## src/rtl/dtmr_pkg.sv

```systemverilog
package dtmr_pkg;
  localparam int unsigned CNT_W  = 16;
  localparam int unsigned N_CTR  = 2;
  localparam int unsigned N_CMP  = 4;
  localparam int unsigned SEL_W  = 3;
  localparam int unsigned ADDR_W = 3;

  // control register layout
  localparam int unsigned CTL_GEN     = 0;
  localparam int unsigned CTL_EN_LSB  = 1;
  localparam int unsigned CTL_SEL_LSB = CTL_EN_LSB + N_CTR;
  localparam int unsigned CTL_ASG_LSB = CTL_SEL_LSB + N_CTR * SEL_W;
  localparam int unsigned CTL_W       = CTL_ASG_LSB + N_CMP;

  // mode register layout
  localparam int unsigned MODE_CMP_LSB = 0;
  localparam int unsigned MODE_CLR_LSB = N_CMP;
  localparam int unsigned MODE_W       = MODE_CLR_LSB + N_CTR;

  // address map
  localparam int unsigned ADR_CTRL = 0;
  localparam int unsigned ADR_MODE = 1;
  localparam int unsigned ADR_PER  = 2;
  localparam int unsigned ADR_CMP  = ADR_PER + N_CTR;
endpackage

```

## src/rtl/dtmr_regs.sv

```systemverilog
module dtmr_regs
  import dtmr_pkg::*;
#(
  parameter int unsigned CW = CNT_W,
  parameter int unsigned NC = N_CTR,
  parameter int unsigned NM = N_CMP,
  parameter int unsigned SW = SEL_W,
  parameter int unsigned AW = ADDR_W
) (
  input  logic                   clk,
  input  logic                   rst_n,
  input  logic                   wr_en,
  input  logic [AW-1:0]          wr_addr,
  input  logic [CW-1:0]          wr_data,
  output logic                   glb_en,
  output logic [NC-1:0]          ctr_en,
  output logic [NC-1:0][SW-1:0]  clk_sel,
  output logic [NC-1:0]          clr_on,
  output logic [NM-1:0]          ch_ctr,
  output logic [NM-1:0]          ch_on,
  output logic [NC-1:0][CW-1:0]  period,
  output logic [NM-1:0][CW-1:0]  cmp_val
);
  localparam int unsigned CTW = CTL_W;
  localparam int unsigned MDW = MODE_W;

  logic [CTW-1:0]         ctrl_q, ctrl_d;
  logic [MDW-1:0]         mode_q, mode_d;
  logic [NC-1:0][CW-1:0]  per_q,  per_d;
  logic [NM-1:0][CW-1:0]  cmp_q,  cmp_d;

  always_comb begin
    ctrl_d = ctrl_q;
    mode_d = mode_q;
    per_d  = per_q;
    cmp_d  = cmp_q;
    if (wr_en) begin
      if (wr_addr == AW'(ADR_CTRL)) ctrl_d = wr_data[CTW-1:0];
      if (wr_addr == AW'(ADR_MODE)) mode_d = wr_data[MDW-1:0];
      for (int j = 0; j < NC; j++)
        if (wr_addr == AW'(ADR_PER + j)) per_d[j] = wr_data;
      for (int i = 0; i < NM; i++)
        if (wr_addr == AW'(ADR_CMP + i)) cmp_d[i] = wr_data;
    end
  end

  always_ff @(posedge clk or negedge rst_n) begin
    if (!rst_n) begin
      ctrl_q <= '0;
      mode_q <= '0;
      per_q  <= '0;
      cmp_q  <= '0;
    end else begin
      ctrl_q <= ctrl_d;
      mode_q <= mode_d;
      per_q  <= per_d;
      cmp_q  <= cmp_d;
    end
  end

  assign glb_en  = ctrl_q[CTL_GEN];
  assign period  = per_q;
  assign cmp_val = cmp_q;

  for (genvar j = 0; j < NC; j++) begin : g_ctr_fields
    assign ctr_en[j]  = ctrl_q[CTL_EN_LSB + j];
    assign clk_sel[j] = ctrl_q[CTL_SEL_LSB + j * SW +: SW];
    assign clr_on[j]  = mode_q[MODE_CLR_LSB + j];
  end

  for (genvar i = 0; i < NM; i++) begin : g_ch_fields
    assign ch_ctr[i] = ctrl_q[CTL_ASG_LSB + i];
    assign ch_on[i]  = mode_q[MODE_CMP_LSB + i];
  end
endmodule

```

## src/rtl/dtmr_counter.sv

```systemverilog
module dtmr_counter #(
  parameter int unsigned CW = 16,
  parameter int unsigned SW = 3
) (
  input  logic          clk,
  input  logic          rst_n,
  input  logic          run,
  input  logic [SW-1:0] sel,
  input  logic [CW-1:0] period,
  input  logic          clr_on,
  output logic [CW-1:0] cnt
);
  localparam int unsigned PW = (1 << SW) - 1;

  logic [PW-1:0] pre_q, pre_d;
  logic [CW-1:0] cnt_q, cnt_d;
  logic [PW:0]   span;
  logic [PW-1:0] mask;
  logic          tick;
  logic          wrap;

  always_comb begin
    span  = ({{PW{1'b0}}, 1'b1} << sel) - 1'b1;
    mask  = span[PW-1:0];
    tick  = run && ((pre_q & mask) == mask);
    wrap  = clr_on && (cnt_q == period);
    pre_d = run ? pre_q + 1'b1 : '0;
    if (!run)      cnt_d = '0;
    else if (tick) cnt_d = wrap ? '0 : cnt_q + 1'b1;
    else           cnt_d = cnt_q;
  end

  always_ff @(posedge clk or negedge rst_n) begin
    if (!rst_n) begin
      pre_q <= '0;
      cnt_q <= '0;
    end else begin
      pre_q <= pre_d;
      cnt_q <= cnt_d;
    end
  end

  assign cnt = cnt_q;
endmodule

```

## src/rtl/dtmr_pulse.sv

```systemverilog
module dtmr_pulse #(
  parameter int unsigned N = 6
) (
  input  logic         clk,
  input  logic         rst_n,
  input  logic [N-1:0] hit,
  output logic [N-1:0] pulse
);
  logic [N-1:0] hit_q;
  logic [N-1:0] pulse_q, pulse_d;

  always_comb pulse_d = hit & ~hit_q;

  always_ff @(posedge clk or negedge rst_n) begin
    if (!rst_n) begin
      hit_q   <= '0;
      pulse_q <= '0;
    end else begin
      hit_q   <= hit;
      pulse_q <= pulse_d;
    end
  end

  assign pulse = pulse_q;
endmodule

```

## src/rtl/dtmr_top.sv

```systemverilog
module dtmr_top
  import dtmr_pkg::*;
#(
  parameter int unsigned CW = CNT_W,
  parameter int unsigned NC = N_CTR,
  parameter int unsigned NM = N_CMP,
  parameter int unsigned SW = SEL_W,
  parameter int unsigned AW = ADDR_W
) (
  input  logic          clk,
  input  logic          rst_n,
  input  logic          wr_en,
  input  logic [AW-1:0] wr_addr,
  input  logic [CW-1:0] wr_data,
  output logic [NM-1:0] irq_cmp,
  output logic [NC-1:0] irq_per
);
  localparam int unsigned NSRC = NM + NC;

  logic                  glb_en;
  logic [NC-1:0]         ctr_en;
  logic [NC-1:0][SW-1:0] clk_sel;
  logic [NC-1:0]         clr_on;
  logic [NM-1:0]         ch_ctr;
  logic [NM-1:0]         ch_on;
  logic [NC-1:0][CW-1:0] period;
  logic [NM-1:0][CW-1:0] cmp_val;
  logic [NC-1:0]         run;
  logic [NC-1:0][CW-1:0] cnt;
  logic [NSRC-1:0]       hit;
  logic [NSRC-1:0]       pulse;

  dtmr_regs #(.CW(CW), .NC(NC), .NM(NM), .SW(SW), .AW(AW)) u_regs (
    .clk     (clk),
    .rst_n   (rst_n),
    .wr_en   (wr_en),
    .wr_addr (wr_addr),
    .wr_data (wr_data),
    .glb_en  (glb_en),
    .ctr_en  (ctr_en),
    .clk_sel (clk_sel),
    .clr_on  (clr_on),
    .ch_ctr  (ch_ctr),
    .ch_on   (ch_on),
    .period  (period),
    .cmp_val (cmp_val)
  );

  for (genvar j = 0; j < NC; j++) begin : g_ctr
    assign run[j] = glb_en && ctr_en[j];

    dtmr_counter #(.CW(CW), .SW(SW)) u_cnt (
      .clk    (clk),
      .rst_n  (rst_n),
      .run    (run[j]),
      .sel    (clk_sel[j]),
      .period (period[j]),
      .clr_on (clr_on[j]),
      .cnt    (cnt[j])
    );

    assign hit[NM + j] = run[j] && (cnt[j] == period[j]);
  end

  for (genvar i = 0; i < NM; i++) begin : g_cmp
    assign hit[i] = ch_on[i] && run[ch_ctr[i]] && (cnt[ch_ctr[i]] == cmp_val[i]);
  end

  dtmr_pulse #(.N(NSRC)) u_pulse (
    .clk   (clk),
    .rst_n (rst_n),
    .hit   (hit),
    .pulse (pulse)
  );

  assign irq_cmp = pulse[NM-1:0];
  assign irq_per = pulse[NM +: NC];
endmodule

```

## config.mk

```make
export PLATFORM = sky130hd
export DESIGN_NAME = dtmr_top
export DESIGN_NICKNAME = d
export VERILOG_FILES = /design/src/rtl/dtmr_pkg.sv /design/src/rtl/dtmr_regs.sv /design/src/rtl/dtmr_counter.sv /design/src/rtl/dtmr_pulse.sv /design/src/rtl/dtmr_top.sv
export SDC_FILE = /design/constraint.sdc
export NUM_CORES = 1
export LEC_CHECK = 0
export CAP_MARGIN = 40
export CORE_ASPECT_RATIO = 1.75
export CORE_MARGIN = 2
export CORE_UTILIZATION = 64
export CTS_BUF_LIST = sky130_fd_sc_hd__clkbuf_8
export DETAILED_ROUTE_END_ITERATION = 8
export PLACE_DENSITY = 0.92
export SLEW_MARGIN = 20
export SYNTH_ARGS = -nofsm -noshare
export SYNTH_HDL_FRONTEND = slang
export SYNTH_HIERARCHICAL = 1
export SYNTH_SLANG_ARGS = --single-unit
```

## constraint.sdc

```tcl
create_clock -name clk -period 2.65 [get_ports clk]
set_clock_uncertainty 0.05 [all_clocks]
set_input_delay 0.53 -clock clk [delete_from_list [all_inputs] [get_ports clk]]
set_output_delay 0.53 -clock clk [all_outputs]
set_load 0.02 [all_outputs]
```

Word level (Yosys, flattened, before mapping)
Index checks and enable logic that the tools add are counted.
{ "word_totals": {"reg_bits": 173, "inputBits": 22, "elab_cells": 96} }
{ "classes": {"add_sub_neg": 6, "n_lt_le_gt_ge": 4, "n_eq_ne": 17, "n_shift": 2, "n_mux": 24, "bitwise_logic": 4, "n_reduce_logical": 25} }
{ "ops": {"columns": ["op", "count"], "rows": [
  ["2-to-1 mux 16 bit", 14],
  ["equality test 16 bit", 6],
  ["adder 16 x 1 -> 16 bit, second input constant", 2],
  ["logical AND 1 bit", 16],
  ["AND reduction 2 bit", 8],
  ["adder 7 x 1 -> 7 bit, second input constant", 2],
  ["bitwise AND 7 bit", 2],
  ["equality test 7 bit", 2],
  ["2-to-1 mux 7 bit", 2],
  ["left shift 1 x 3 -> 7 bit, first input constant", 2],
  ["subtractor 7 x 1 -> 7 bit, second input constant", 2],
  ["equality test 3 bit, second input constant", 4],
  ["< comparator 1 x 2 -> 1 bit, second input constant", 4],
  ["2-to-1 mux 1 bit", 8],
  ["bitwise AND 6 bit", 1],
  ["equality test 3 x 2 -> 1 bit, second input constant", 2],
  ["inverter 6 bit", 1],
  ["!= test 2 bit, second input constant", 2],
  ["equality test 3 x 1 -> 1 bit, second input constant", 1],
  ["zero test 3 bit", 1]
]} }

Depth between registers and ports, before layout
{ "depth": {"ltp_word": 7, "mapped_depth": 9} }

Cells and area by module
The synthesis kept the hierarchy.
{ "modules_own_cells": {"columns": ["mod", "n_inst", "cells_per_inst", "area_each_um2", "seq_area_each_um2"], "rows": [
  ["dtmr_regs", 1, 252, 4538.1, 2877.8],
  ["dtmr_counter", 2, 171, 1546.5, 575.6],
  ["dtmr_top", 1, 214, 1916.8, 0.0],
  ["dtmr_pulse", 1, 18, 382.9, 300.3]
]} }

Least setup slack after synthesis
No wires, ideal clock.
{ "synth_timing": {"path_kind": "register to register", "start": "register g_ctr[1].u_cnt.cnt_q[8]", "end": "register g_ctr[1].u_cnt.cnt_q[4]", "setup_ps": 126, "t_arrival_ps": 1850, "slack_ps": 624, "path_stages_with_launch": 10, "n_path_buf": 3, "path_cell_list": "dfrtp_1 -> buf_6 -> xor2_1 -> nor4_1 -> nand3_1 -> nor4_4 -> buf_6 -> buf_6 -> nor2_1 -> a221o_1"} }
{ "synth_between": {"elab_chain_len": 5} }
{ "synth_lines": {"columns": ["element", "line_no", "source"], "rows": [
  ["start, declared", "dtmr_counter.sv:16", "logic [CW-1:0] cnt_q, cnt_d;"],
  ["start signal, assigned", "dtmr_counter.sv:39", "cnt_q <= cnt_d;"],
  ["equality test 16 bit", "dtmr_counter.sv:26", "wrap = clr_on && (cnt_q == period);"],
  ["logical AND 1 bit", "dtmr_counter.sv:26", null],
  ["2-to-1 mux 16 bit (2 in series)", "dtmr_counter.sv:29", "else if (tick) cnt_d = wrap ? '0 : cnt_q + 1'b1;"],
  ["2-to-1 mux 16 bit", "dtmr_counter.sv:28", "if (!run) cnt_d = '0;"]
]} }
No other way between the ends. The select of a mux whose other input is x is not followed.
A chain may end at the register's enable or synchronous reset.

Final worst setup path
{ "layout_timing": {"start": "register u_regs.ctrl_q[10]", "end": "register u_pulse.pulse_q[1], in the netlist u_pulse/pulse[1]"} }
{ "layout_between": {"elab_chain_len": 5} }
{ "layout_lines": {"columns": ["element", "line_no", "source"], "rows": [
  ["start, declared", "dtmr_regs.sv:27", "logic [CTW-1:0] ctrl_q, ctrl_d;"],
  ["start signal, assigned", "dtmr_regs.sv:54", "ctrl_q <= ctrl_d;"],
  ["2-to-1 mux 16 bit (not written as such) / 2-to-1 mux 1 bit (equally long branches) (2 in series)", "dtmr_top.sv:66", "assign hit[i] = ch_on[i] && run[ch_ctr[i]] && (cnt[ch_ctr[i]] == cmp_val[i]);"],
  ["equality test 16 bit / logical AND 1 bit (equally long branches)", "dtmr_top.sv:66", null],
  ["logical AND 1 bit (*)", "dtmr_top.sv:66", null],
  ["named net hit[1]", "dtmr_top.sv:30", "logic [NSRC-1:0] hit;"],
  ["bitwise AND 6 bit (*)", "dtmr_pulse.sv:12", "always_comb pulse_d = hit & ~hit_q;"],
  ["named net u_pulse.pulse_d[1]", "dtmr_pulse.sv:10", "logic [N-1:0] pulse_q, pulse_d;"],
  ["end signal, assigned", "dtmr_pulse.sv:20", "pulse_q <= pulse_d;"],
  ["end, declared", "dtmr_pulse.sv:10", null]
]} }
The timed path passes the listed nets; every way through them passes the cells marked *. The select of a mux whose other input is x is not followed.

==> flow_summary.ini <==
[detailed_routing]
vias = 7490
ant_nets = 0
drt-vias-per-instance = 6.94
wirelength_mm = 28.7
dr.pass1.iters = 6
drc = 0
dr.first_iter.drc_count = 864
wl_per_cell_um = 26.6

[die]
dieArea_sq_um = 16600
die_w_um = 98.2
core-area_sq_um = 15300
initial_core_util = 0.648
rows = 60
die_h_um = 169
io_pins = 28

[grt]
grt_overflow_total = 0
grt_pass1_vias = 7797
grt_pass1_wl_mm = 44.0
track_usage = 0.354
antenna_found_initial = 0
grt_max_degree = 59

[yosys]
synthesis.nets = 852
yosysSeqAreaShare = 0.436
yosys-top-cells-area = dfrtp_1 44%, xnor2_1 11%, mux2_2 11%
yosysMostFrequentCell = dfrtp_1
ys_warn_count = 6
async_reset_ff_frac = 1.00
synth_edf_count = 0
netlist_top_cells_count = 173 x dfrtp_1, 126 x xnor2_1, 95 x mux2_2
synth_area_per_cell_sq_um = 12.0
syn_inst = 826
ys_ff_latch = 173
syn-cell-area_sq_um = 9930
synthFlopType = dfrtp_1
synth.distinct_cells = 51
yosysTopAreaCell = dfrtp_1
synth_top_area_share = 0.436

[placement]
port_buffers = 27
hpwl_mm = 19.0
gp_congestion = 0.938

[cts]
post_cts_buffers = 0
clock_latency_ns = 0.47
htree_num_levels = 4
numClockSinks = 173
clockBufferDepth = 2
clk_pin_slew_worst_paths_ns = 0.09
cts_buffers = 17
cts-root-buf = clkbuf_8
cts_tree = done

[worst_setup_path]
crit_type = reg2reg
end_kind = register
path_max_fanout = 18
rrSetupSlack_ns = 0.12
required_ns = 3.00
cp.arrival_ns = 2.88
cp_common_cell = nor4_2
path_cells = buf_12 > mux2i_1 > xnor2_1 > nor4_2 > nand4_1 > buf_4 > nor4_2 > nor2b_4
max_stage_delay_ns = 0.52
start_kind = register
crit_path_top_delay_cell = nor4_2

[finish]
final_core_util = 0.715
fin_nets = 907
drive_gt1_frac = 0.250
antenna_cells = 0
area_growth_pct = 10.2

[hold_path]
hold_class = reg2reg

[power_and_ir_drop]
leakagePower_nw = 4.57
peakVddDrop_v = 0.000340
p_per_area_nw_per_um2 = 650

[sta]
max_freq_mhz = 395
min_period_ns = 2.53
slew_headroom = 0.523
hold_viol_final = 0
worstMarginPinSlew_ns = 0.713
rsz0062_at_grt = false
setup_violations = 0
period_share = 0.955
fin_tns_setup_ns = 0
slew_viol_final = 0

[job]
drv_cap = 0

[status]
status = finished, final reports clean
[what timing repair did]
item,CTS,global route
endpoints found under the hold margin,1,0
hold buffers,1,0
pin swaps,0,2
gates cloned,0,0
resized for setup,3,4
setup endpoints to repair,2,3
[metrics by stage]
step / total power (W) / setup WS (ns) / hold WS (ns) / instance area, sq um / instances
floorplan: 0.00464 / 0.624 / 0.184 / 9930 / 826
global placement: 0.00502 / 0.209 / 0.382 / 10500 / 1047
detailed placement: 0.00513 / 0.0628 / 0.383 / 10500 / 1047
CTS: 0.00705 / 0.0263 / 0.397 / 10900 / 1079
global route: 0.00734 / 0.0431 / 0.403 / 10900 / 1079
finish: 0.00711 / 0.120 / 0.395 / 10900 / 1079
[critical path, delay by kind of cell, from the launching register on]
family	cells	cell delay, ns
and+or+nand+nor	4	1.23
DFF	1	0.39
buffers and inverters	2	0.39
xor gates and xnor gates	1	0.12
muxes	1	0.27
[per-layer routing]
metal	vias to the layer above	global-route usage	share of wire
met1	3641	0.376	0.33
met4	0	0.324	0.11
met5	-	0	0
met3	252	0.0871	0.080
met2	509	0.571	0.48
li1	3088	-	-
[power breakdown]
group / switching (W) / internal (W) / leakage [nW] / total, W
logic: 0.000830 / 0.000917 / 2.20 / 0.00175
clock network: 0.00105 / 0.000851 / 0.192 / 0.00190
registers: 0.000427 / 0.00304 / 2.19 / 0.00346
total: 0.00231 / 0.00480 / 4.57 / 0.00711
[area by class of cell]
type                            count  area, sq um
Clock buffer                       17          234
Clock inverter                     14          156
Fill cell                         947         4370
Multi-Input combinational cell    611         5240
Timing Repair Buffer               76          742
Sequential cell                   173         4330
Tap cell                          186          233
Inverter                            2         7.51
[placed cells by master (no fill, tap or decap), types with 10 or more instances in the layout]
cell type and count:
dfrtp_1 171, xnor2_1 126, mux2_2 95, mux2i_1 68
buf_4 40, nand3_1 38, nand2_1 36, nor2_1 32
clkdlybuf4s50_1 26, nand4_1 22, mux2_4 20, clkbuf_8 17
nor4_1 15, and2_1 14, a221o_1 14, nor3_1 12
xor2_1 10
[final timing paths]
check | start | to | depth (start not counted)
worst max-delay path | u_regs/ctrl_q[10]$_DFFE_PN0P_ | u_pulse/pulse[1]$_DFF_PN0_ | 8
worst min-delay path | u_pulse/hit_q[3]$_DFF_PN0_ | u_pulse/pulse[3]$_DFF_PN0_ | 1
worst max register to register | u_regs/ctrl_q[10]$_DFFE_PN0P_ | u_pulse/pulse[1]$_DFF_PN0_ | 8
worst min register to register | u_pulse/hit_q[3]$_DFF_PN0_ | u_pulse/pulse[3]$_DFF_PN0_ | 1
max in group asynchronous | rst_n | g_ctr[1].u_cnt/cnt[15]$_DFFE_PN0P_ | 3
min in group asynchronous | rst_n | g_ctr[1].u_cnt/cnt[0]$_DFFE_PN0P_ | 2
[state kept, by name, indices dropped and copies added, names as in the netlist]
signal	flops
u_regs/cmp_val	64
u_regs/mode_q	6
g_ctr.u_cnt/cnt	32
u_regs/period	32
g_ctr.u_cnt/pre_q	14
u_pulse/pulse	6
u_pulse/hit_q	6
u_regs/ctrl_q	13
[logic make-up after synthesis]
group,share of synthesized area
buf+inv,0.0396
compound gates,0.0451
xor+xnor,0.120
mux,0.207
simple gates,0.148
fa+ha+maj,0.00504
flops,0.436
Note: power is estimated with default switching activity, not from simulation.
